## src/rtl/irq_router_pkg.sv

```systemverilog
// Package: irq_router_pkg
// Shared field positions and the stored route record for the pin router.
// Assumes 32-bit register words and a 6-bit pin number field.
package irq_router_pkg;

    localparam int WORD_W           = 32;
    localparam int MAP_PIN_EN_BIT   = 31;
    localparam int MAP_NMI_EN_BIT   = 30;
    localparam int MAP_DBG_EN_BIT   = 29;
    localparam int PIN_NUM_W        = 6;
    localparam int MAP_STRIDE_BYTES = 4;
    localparam int SEL_STRIDE_BYTES = 32;

    // Stored part of one route word; the other bits are not kept.
    typedef struct packed {
        logic                 pin_en;
        logic                 nmi_en;
        logic                 dbg_en;
        logic [PIN_NUM_W-1:0] pin_num;
    } route_word_t;

endpackage

```

## src/rtl/irq_route_regs.sv

```systemverilog
// Module: irq_route_regs
// Holds the per-source route words and processor selection bits, and
// decodes the 32-bit register port for writes and combinational reads.
// Assumes NUM_CPU <= 256 (at most 8 selection words per source) and that
// the two address ranges do not overlap.
module irq_route_regs
    import irq_router_pkg::*;
#(
    parameter int              NUM_SRC  = 8,
    parameter int              NUM_CPU  = 4,
    parameter int              ADDR_W   = 16,
    parameter logic [ADDR_W-1:0] MAP_BASE = 16'h0000,
    parameter logic [ADDR_W-1:0] SEL_BASE = 16'h1000
) (
    input  logic                              clk,
    input  logic                              rst_n,
    input  logic                              bus_wr,
    input  logic [ADDR_W-1:0]                 bus_addr,
    input  logic [WORD_W-1:0]                 bus_wdata,
    output logic [WORD_W-1:0]                 bus_rdata,
    output route_word_t [NUM_SRC-1:0]         route_o,
    output logic [NUM_SRC-1:0][NUM_CPU-1:0]   sel_o
);

    localparam int SRC_W     = (NUM_SRC > 1) ? $clog2(NUM_SRC) : 1;
    localparam int SEL_WORDS = (NUM_CPU + WORD_W - 1) / WORD_W;
    localparam int MAP_SPAN  = MAP_STRIDE_BYTES * NUM_SRC;
    localparam int SEL_SPAN  = SEL_STRIDE_BYTES * NUM_SRC;

    route_word_t [NUM_SRC-1:0]       route_q, route_d;
    logic [NUM_SRC-1:0][NUM_CPU-1:0] sel_q, sel_d;

    logic [ADDR_W-1:0] off_map, off_sel;
    logic              aligned, map_hit, sel_hit;
    logic [SRC_W-1:0]  map_idx, sel_src;
    logic [2:0]        sel_word;
    logic              unused_wdata;

    assign unused_wdata = ^bus_wdata[MAP_DBG_EN_BIT-1:PIN_NUM_W];

    // Address decode: offsets into each range, hit flags and indices.
    always_comb begin
        off_map  = bus_addr - MAP_BASE;
        off_sel  = bus_addr - SEL_BASE;
        aligned  = (bus_addr[1:0] == 2'b00);
        map_idx  = off_map[SRC_W+1:2];
        sel_src  = off_sel[SRC_W+4:5];
        sel_word = off_sel[4:2];
        map_hit  = aligned && (off_map < ADDR_W'(MAP_SPAN));
        sel_hit  = aligned && (off_sel < ADDR_W'(SEL_SPAN))
                   && ({29'd0, sel_word} < SEL_WORDS);
    end

    // Next-state for the storage: apply a decoded write, else hold.
    always_comb begin
        route_d = route_q;
        sel_d   = sel_q;
        if (bus_wr && map_hit) begin
            for (int n = 0; n < NUM_SRC; n++) begin
                if (map_idx == SRC_W'(n)) begin
                    route_d[n].pin_en  = bus_wdata[MAP_PIN_EN_BIT];
                    route_d[n].nmi_en  = bus_wdata[MAP_NMI_EN_BIT];
                    route_d[n].dbg_en  = bus_wdata[MAP_DBG_EN_BIT];
                    route_d[n].pin_num = bus_wdata[PIN_NUM_W-1:0];
                end
            end
        end
        if (bus_wr && sel_hit) begin
            for (int n = 0; n < NUM_SRC; n++) begin
                for (int v = 0; v < NUM_CPU; v++) begin
                    if (sel_src == SRC_W'(n) && sel_word == 3'(v / WORD_W)) begin
                        sel_d[n][v] = bus_wdata[v % WORD_W];
                    end
                end
            end
        end
    end

    // Storage registers, cleared by reset so nothing is routed.
    always_ff @(posedge clk) begin
        if (!rst_n) begin
            route_q <= '0;
            sel_q   <= '0;
        end else begin
            route_q <= route_d;
            sel_q   <= sel_d;
        end
    end

    // Read mux: route word or selection word, zero elsewhere.
    always_comb begin
        bus_rdata = '0;
        if (map_hit) begin
            for (int n = 0; n < NUM_SRC; n++) begin
                if (map_idx == SRC_W'(n)) begin
                    bus_rdata[MAP_PIN_EN_BIT]  = route_q[n].pin_en;
                    bus_rdata[MAP_NMI_EN_BIT]  = route_q[n].nmi_en;
                    bus_rdata[MAP_DBG_EN_BIT]  = route_q[n].dbg_en;
                    bus_rdata[PIN_NUM_W-1:0]   = route_q[n].pin_num;
                end
            end
        end else if (sel_hit) begin
            for (int n = 0; n < NUM_SRC; n++) begin
                for (int v = 0; v < NUM_CPU; v++) begin
                    if (sel_src == SRC_W'(n) && sel_word == 3'(v / WORD_W)) begin
                        bus_rdata[v % WORD_W] = sel_q[n][v];
                    end
                end
            end
        end
    end

    assign route_o = route_q;
    assign sel_o   = sel_q;

    // a write that hits neither range leaves all storage unchanged.
    p_stray_write_r10: assert property (@(posedge clk) disable iff (!rst_n)
        (bus_wr && !map_hit && !sel_hit) |=> ($stable(route_q) && $stable(sel_q)));

endmodule

```

## src/rtl/irq_route_matrix.sv

```systemverilog
// Module: irq_route_matrix
// Combines pending sources with their route words and processor selections
// into per-processor pin, NMI and debug lines, registered once.
// Assumes NUM_PIN <= 64 so every pin is reachable by the 6-bit field.
module irq_route_matrix
    import irq_router_pkg::*;
#(
    parameter int NUM_SRC = 8,
    parameter int NUM_CPU = 4,
    parameter int NUM_PIN = 6
) (
    input  logic                              clk,
    input  logic                              rst_n,
    input  logic [NUM_SRC-1:0]                src_pend,
    input  route_word_t [NUM_SRC-1:0]         route_i,
    input  logic [NUM_SRC-1:0][NUM_CPU-1:0]   sel_i,
    output logic [NUM_CPU*NUM_PIN-1:0]        cpu_pin,
    output logic [NUM_CPU-1:0]                cpu_nmi,
    output logic [NUM_CPU-1:0]                cpu_dbg
);

    localparam int PIN_TOTAL = NUM_CPU * NUM_PIN;

    logic [PIN_TOTAL-1:0] pin_d;
    logic [NUM_CPU-1:0]   nmi_d, dbg_d;

    // OR every pending, selected source into its enabled lines.
    always_comb begin
        pin_d = '0;
        nmi_d = '0;
        dbg_d = '0;
        for (int n = 0; n < NUM_SRC; n++) begin
            for (int p = 0; p < NUM_CPU; p++) begin
                if (src_pend[n] && sel_i[n][p]) begin
                    if (route_i[n].nmi_en) nmi_d[p] = 1'b1;
                    if (route_i[n].dbg_en) dbg_d[p] = 1'b1;
                    if (route_i[n].pin_en) begin
                        for (int k = 0; k < NUM_PIN; k++) begin
                            if (route_i[n].pin_num == PIN_NUM_W'(k))
                                pin_d[p*NUM_PIN + k] = 1'b1;
                        end
                    end
                end
            end
        end
    end

    // Output registers: one cycle from pending to the lines.
    always_ff @(posedge clk) begin
        if (!rst_n) begin
            cpu_pin <= '0;
            cpu_nmi <= '0;
            cpu_dbg <= '0;
        end else begin
            cpu_pin <= pin_d;
            cpu_nmi <= nmi_d;
            cpu_dbg <= dbg_d;
        end
    end

    // Per-kind enable vectors and per-processor selection columns for checks.
    logic [NUM_SRC-1:0]              pin_en_vec, nmi_en_vec, dbg_en_vec;
    logic [NUM_CPU-1:0][NUM_SRC-1:0] sel_col;

    always_comb begin
        for (int n = 0; n < NUM_SRC; n++) begin
            pin_en_vec[n] = route_i[n].pin_en;
            nmi_en_vec[n] = route_i[n].nmi_en;
            dbg_en_vec[n] = route_i[n].dbg_en;
            for (int p = 0; p < NUM_CPU; p++) sel_col[p][n] = sel_i[n][p];
        end
    end

    // the first cycle after reset shows quiet outputs.
    p_quiet_after_reset_r1: assert property (@(posedge clk) disable iff (!rst_n)
        $past(!rst_n) |-> (cpu_pin == '0 && cpu_nmi == '0 && cpu_dbg == '0));

    // no pending source in the previous cycle means no line now.
    p_idle_quiet_r9: assert property (@(posedge clk) disable iff (!rst_n)
        !$past(|src_pend) |-> (cpu_pin == '0 && cpu_nmi == '0 && cpu_dbg == '0));

    // a pin line needs a pending source with its pin enable set.
    p_pin_needs_enable_r4: assert property (@(posedge clk) disable iff (!rst_n)
        (|cpu_pin) |-> $past(|(src_pend & pin_en_vec)));

    for (genvar p = 0; p < NUM_CPU; p++) begin : g_cpu_chk
        // NMI on processor p needs an NMI-enabled source selecting p.
        p_nmi_path_r5: assert property (@(posedge clk) disable iff (!rst_n)
            cpu_nmi[p] |-> $past(|(src_pend & nmi_en_vec & sel_col[p])));
        // debug on processor p needs a debug-enabled source selecting p.
        p_dbg_path_r6: assert property (@(posedge clk) disable iff (!rst_n)
            cpu_dbg[p] |-> $past(|(src_pend & dbg_en_vec & sel_col[p])));
    end

endmodule

```

## src/rtl/irq_pin_router.sv

```systemverilog
// Module: irq_pin_router
// Top of the shared interrupt pin router: register block plus the
// registered routing matrix. Assumes src_pend is already masked and
// synchronous to clk.
module irq_pin_router
    import irq_router_pkg::*;
#(
    parameter int                NUM_SRC  = 8,
    parameter int                NUM_CPU  = 4,
    parameter int                NUM_PIN  = 6,
    parameter int                ADDR_W   = 16,
    parameter logic [ADDR_W-1:0] MAP_BASE = 16'h0000,
    parameter logic [ADDR_W-1:0] SEL_BASE = 16'h1000
) (
    input  logic                       clk,
    input  logic                       rst_n,
    input  logic                       bus_wr,
    input  logic [ADDR_W-1:0]          bus_addr,
    input  logic [31:0]                bus_wdata,
    output logic [31:0]                bus_rdata,
    input  logic [NUM_SRC-1:0]         src_pend,
    output logic [NUM_CPU*NUM_PIN-1:0] cpu_pin,
    output logic [NUM_CPU-1:0]         cpu_nmi,
    output logic [NUM_CPU-1:0]         cpu_dbg
);

    route_word_t [NUM_SRC-1:0]       route_w;
    logic [NUM_SRC-1:0][NUM_CPU-1:0] sel_w;

    // Register storage and bus decode.
    irq_route_regs #(
        .NUM_SRC  (NUM_SRC),
        .NUM_CPU  (NUM_CPU),
        .ADDR_W   (ADDR_W),
        .MAP_BASE (MAP_BASE),
        .SEL_BASE (SEL_BASE)
    ) u_regs (
        .clk       (clk),
        .rst_n     (rst_n),
        .bus_wr    (bus_wr),
        .bus_addr  (bus_addr),
        .bus_wdata (bus_wdata),
        .bus_rdata (bus_rdata),
        .route_o   (route_w),
        .sel_o     (sel_w)
    );

    // Routing matrix with registered outputs.
    irq_route_matrix #(
        .NUM_SRC (NUM_SRC),
        .NUM_CPU (NUM_CPU),
        .NUM_PIN (NUM_PIN)
    ) u_matrix (
        .clk      (clk),
        .rst_n    (rst_n),
        .src_pend (src_pend),
        .route_i  (route_w),
        .sel_i    (sel_w),
        .cpu_pin  (cpu_pin),
        .cpu_nmi  (cpu_nmi),
        .cpu_dbg  (cpu_dbg)
    );

endmodule

```

## config.mk

```make
export PLATFORM = sky130hd
export DESIGN_NAME = irq_pin_router
export DESIGN_NICKNAME = d
export VERILOG_FILES = /design/src/rtl/irq_router_pkg.sv /design/src/rtl/irq_route_regs.sv /design/src/rtl/irq_route_matrix.sv /design/src/rtl/irq_pin_router.sv
export SDC_FILE = /design/constraint.sdc
export NUM_CORES = 1
export LEC_CHECK = 0
export BUFFER_PORTS_ARGS = -buffer_cell sky130_fd_sc_hd__buf_4
export CORE_MARGIN = 2
export CORE_UTILIZATION = 58
export DETAILED_ROUTE_END_ITERATION = 7
export MAX_ROUTING_LAYER = met4
export PLACE_DENSITY = 0.81
export SETUP_SLACK_MARGIN = 0.3
export SYNTH_ARGS = -nofsm -noshare
export SYNTH_HDL_FRONTEND = slang
export SYNTH_SLANG_ARGS = --single-unit
```

## constraint.sdc

```tcl
create_clock -name clk -period 3.2 [get_ports clk]
set_input_delay 0.8 -clock clk [delete_from_list [all_inputs] [get_ports clk]]
set_output_delay 0.8 -clock clk [all_outputs]
set_load 0.05 [all_outputs]
```

==> metrics.yaml <==
clkPwrFrac_pct: 49.8
rsz0062_at_grt: "true"
dp_hpwl_mm: 23.0
drc_errors: 0
slew_headroom_pct: 37.2
p_sw_mw: 1.04
antenna_left: 0
p_leak_nw: 3.31
worstPathArrival_ns: 2.17
postCtsHoldBufs: 0
postSynthCellCount: 949
antenna_found_initial: 0
cts_buffers: 17
ios: 123
max_clock_freq_mhz: 336
initial_core_util_pct: 59.0
synth.distinct_cells: 67
fin_ws_ns: 0.226
r2r_start: "u_regs.route_o[66]$_SDFFE_PN0P_"
worstMarginPinSlew_ns: 0.929
utilization_pct: 72.0
cts_tree: "built"
n_antenna_cell: 0
total_power_mw: 4.01
power_per_cell_area_mw_per_mm2: 404
clk_pin_slew_ns: 0.06
die_w_um: 122
r2r_cells: 4
seq_area_frac_synth_pct: 33.5
grt_first_pass_wirelength_mm: 48.1
place_congestion: 1.03
syn-cell-area_mm2: 0.00813
cts_buffer_depth: 2
clock_latency_ns: 0.44
status: "complete, no violations"
layout_commonest_cell: "nand2_1"
overflow: 0
worstSetupPathType: "in2out"
sw_frac_of_total_pct: 26.0
drive_above_1_share_pct: 21.2
synth_top_area_share_pct: 33.5
routed_via_density: 7.33
ys.flop_type: "dfxtp_1"
end_kind: "output pin"
synth_edf_count: 0
hold_viol_final: 0
row_count: 43
internal-power_mw: 2.97
coreArea_mm2: 0.0138
drt-initial-drc-count: 1534
portBuffers: 76
min_period_ns: 2.97
dieArea_mm2: 0.0150
cts.sinks: 136
die_h_um: 122
reg2reg_to: "u_matrix.cpu_pin[0]$_SDFF_PN0_"
required_ns: 2.40
reg2reg_slack_ns: 0.83
synth_warnings: 0
fin_skew_ns: 0.0115
fin_nets: 1090
drv_cap: 0
peakVddDrop_mv: 0.384
layout_common_cells: "nand2_1, dfxtp_1, buf_4, mux2i_1, nor3_1"
syn2layout_area_growth_pct: 22.0
setup_violations: 0
grt_util_all_layers_pct: 44.7
hold_depth: 2
path_max_fanout: 7
grt_max_degree: 79
wl_per_cell_um: 26.9
first_global_vias: 8196
hold_path.class: "reg2reg"
hold_end: "u_regs.route_o[22]$_SDFFE_PN0P_"
cts_root_buf: "clkbuf_16"
pre_cts_slack_ns: 0.0554
synth_top_area_cell: "dfxtp_1"
route.vias.total: 8961
fin_crit_sh_pct: 92.9
synth.avg_cell_area_um2: 8.57
p_comb_share_pct: 8.0
min_from: "u_regs.route_o[22]$_SDFFE_PN0P_"
seqPwrFrac_pct: 42.2
htreeDepth: 4
async_flop_share_pct: 0
ys_ff_latch: 136
drt_wl_total_mm: 32.9
drv_slew: 0
first_pass_iters: 8
startpoint_type: "input pin"
synthTopCellsByArea: "dfxtp_1, mux2i_1, nand2_1"
[cells in the mapped netlist (all sizes together) (3+ instances only)]
library cell	number
nor4b	6
and3	6
or4	6
o221ai	5
and4	5
o21ai	15
a32oi	33
nor2b	5
nand2	150
dfxtp	136
nand4	8
a32o	5
inv	10
o2111ai	3
or3	12
a31oi	13
a41oi	15
mux2	6
a221oi	5
nand3b	8
a2111oi	4
buf	44
mux2i	102
nand2b	9
a211oi	7
clkbuf	47
or3b	6
nor3	49
a21oi	26
and2	24
o22ai	25
mux4	10
o31a	3
nor2	29
or4b	13
nand3	16
nor3b	4
nor4	26
o41a	5
a22oi	26
[flip-flops by register name, summed over array words and instances, names as in the netlist]
| register | cells |
|---|---|
| u_matrix.cpu_pin | 24 |
| u_matrix.cpu_dbg | 4 |
| u_matrix.cpu_nmi | 4 |
| u_regs.sel_o | 32 |
| u_regs.route_o | 72 |
[critical path: stages]
cell,delay (ns)
buf_12,0.11
buf_8,0.12
nor3_2,0.04
buf_4,0.15
buf_6,0.12
and4_1,0.16
a2111o_1,0.39
o221ai_2,0.08
buf_6,0.19
[power by group through the flow]
stage | logic [mW] | clock network, mW | registers, mW
4_1_cts | 0.299 | 1.99 | 1.69
6_report | 0.319 | 2.00 | 1.69
2_1_floorplan | 0.204 | 0 | 1.73
3_3_place_gp | 0.273 | 0 | 1.73
5_1_grt | 0.332 | 2.06 | 1.69
3_5_place_dp | 0.276 | 0 | 1.73
[worst max-delay path by stage]
| stage | from | slack [ns] | end | cells past startpoint |
|---|---|---|---|---|
| 2_1_floorplan | bus_addr[11] | -0.20 | bus_rdata[30] | 3 |
| 3_3_place_gp | bus_addr[2] | 0.07 | bus_rdata[2] | 8 |
| 3_5_place_dp | bus_addr[2] | 0.06 | bus_rdata[2] | 8 |
| 4_1_cts | bus_addr[3] | 0.26 | bus_rdata[2] | 7 |
| 5_1_grt | bus_addr[2] | 0.18 | bus_rdata[0] | 7 |
| 6_report | bus_addr[2] | 0.23 | bus_rdata[2] | 9 |
[through the flow]
| step | std cells | hold slack, ns | area, um2 | setup TNS (ns) |
|---|---|---|---|---|
| 6_report | 1223 | 0.479 | 9920 | 0 |
| 5_1_grt | 1223 | 0.505 | 9920 | 0 |
| 4_1_cts | 1219 | 0.478 | 9820 | 0 |
| 3_5_place_dp | 1179 | 0.466 | 8990 | 0 |
| 3_3_place_gp | 1179 | 0.453 | 8990 | 0 |
| 2_1_floorplan | 971 | 0.439 | 8310 | -0.864 |
[cell families (layout without fill, tap and decap cells)]
kind of cell,Yosys count,in the layout,synth area share (%)
multiplexers,118,118,16.2
other,1,23,0.0461
AO/OA/AOI/OAI,203,203,18.6
buffers and inverters,102,174,6.12
flip-flops,136,136,33.5
AND/OR/NAND/NOR,389,389,25.6
[metal layers]
metal,wire length (um),vias up,GRT usage (%)
met1,11800,4178,54.6
met3,4520,209,13.4
met4,2420,0,25.9
met5,0,-,-
li1,-,3757,-
met2,14200,817,65.5
[final cells by class]
class,count,area (um2)
Multi-Input combinational cell,733,5190
Fill cell,1041,3850
Sequential cell,136,2720
Timing Repair Buffer,132,1150
Clock buffer,19,443
Tap cell,180,225
Clock inverter,12,141
Inverter,11,45.0
[repair_timing]
action | CTS | global route
cloned | 1 | 0
setup buffers | 8 | 4
resized for setup | 34 | 15
setup endpoints to repair | 9 | 9
pin swaps | 8 | 5
No activity file was read; power rests on OpenSTA's default activity.
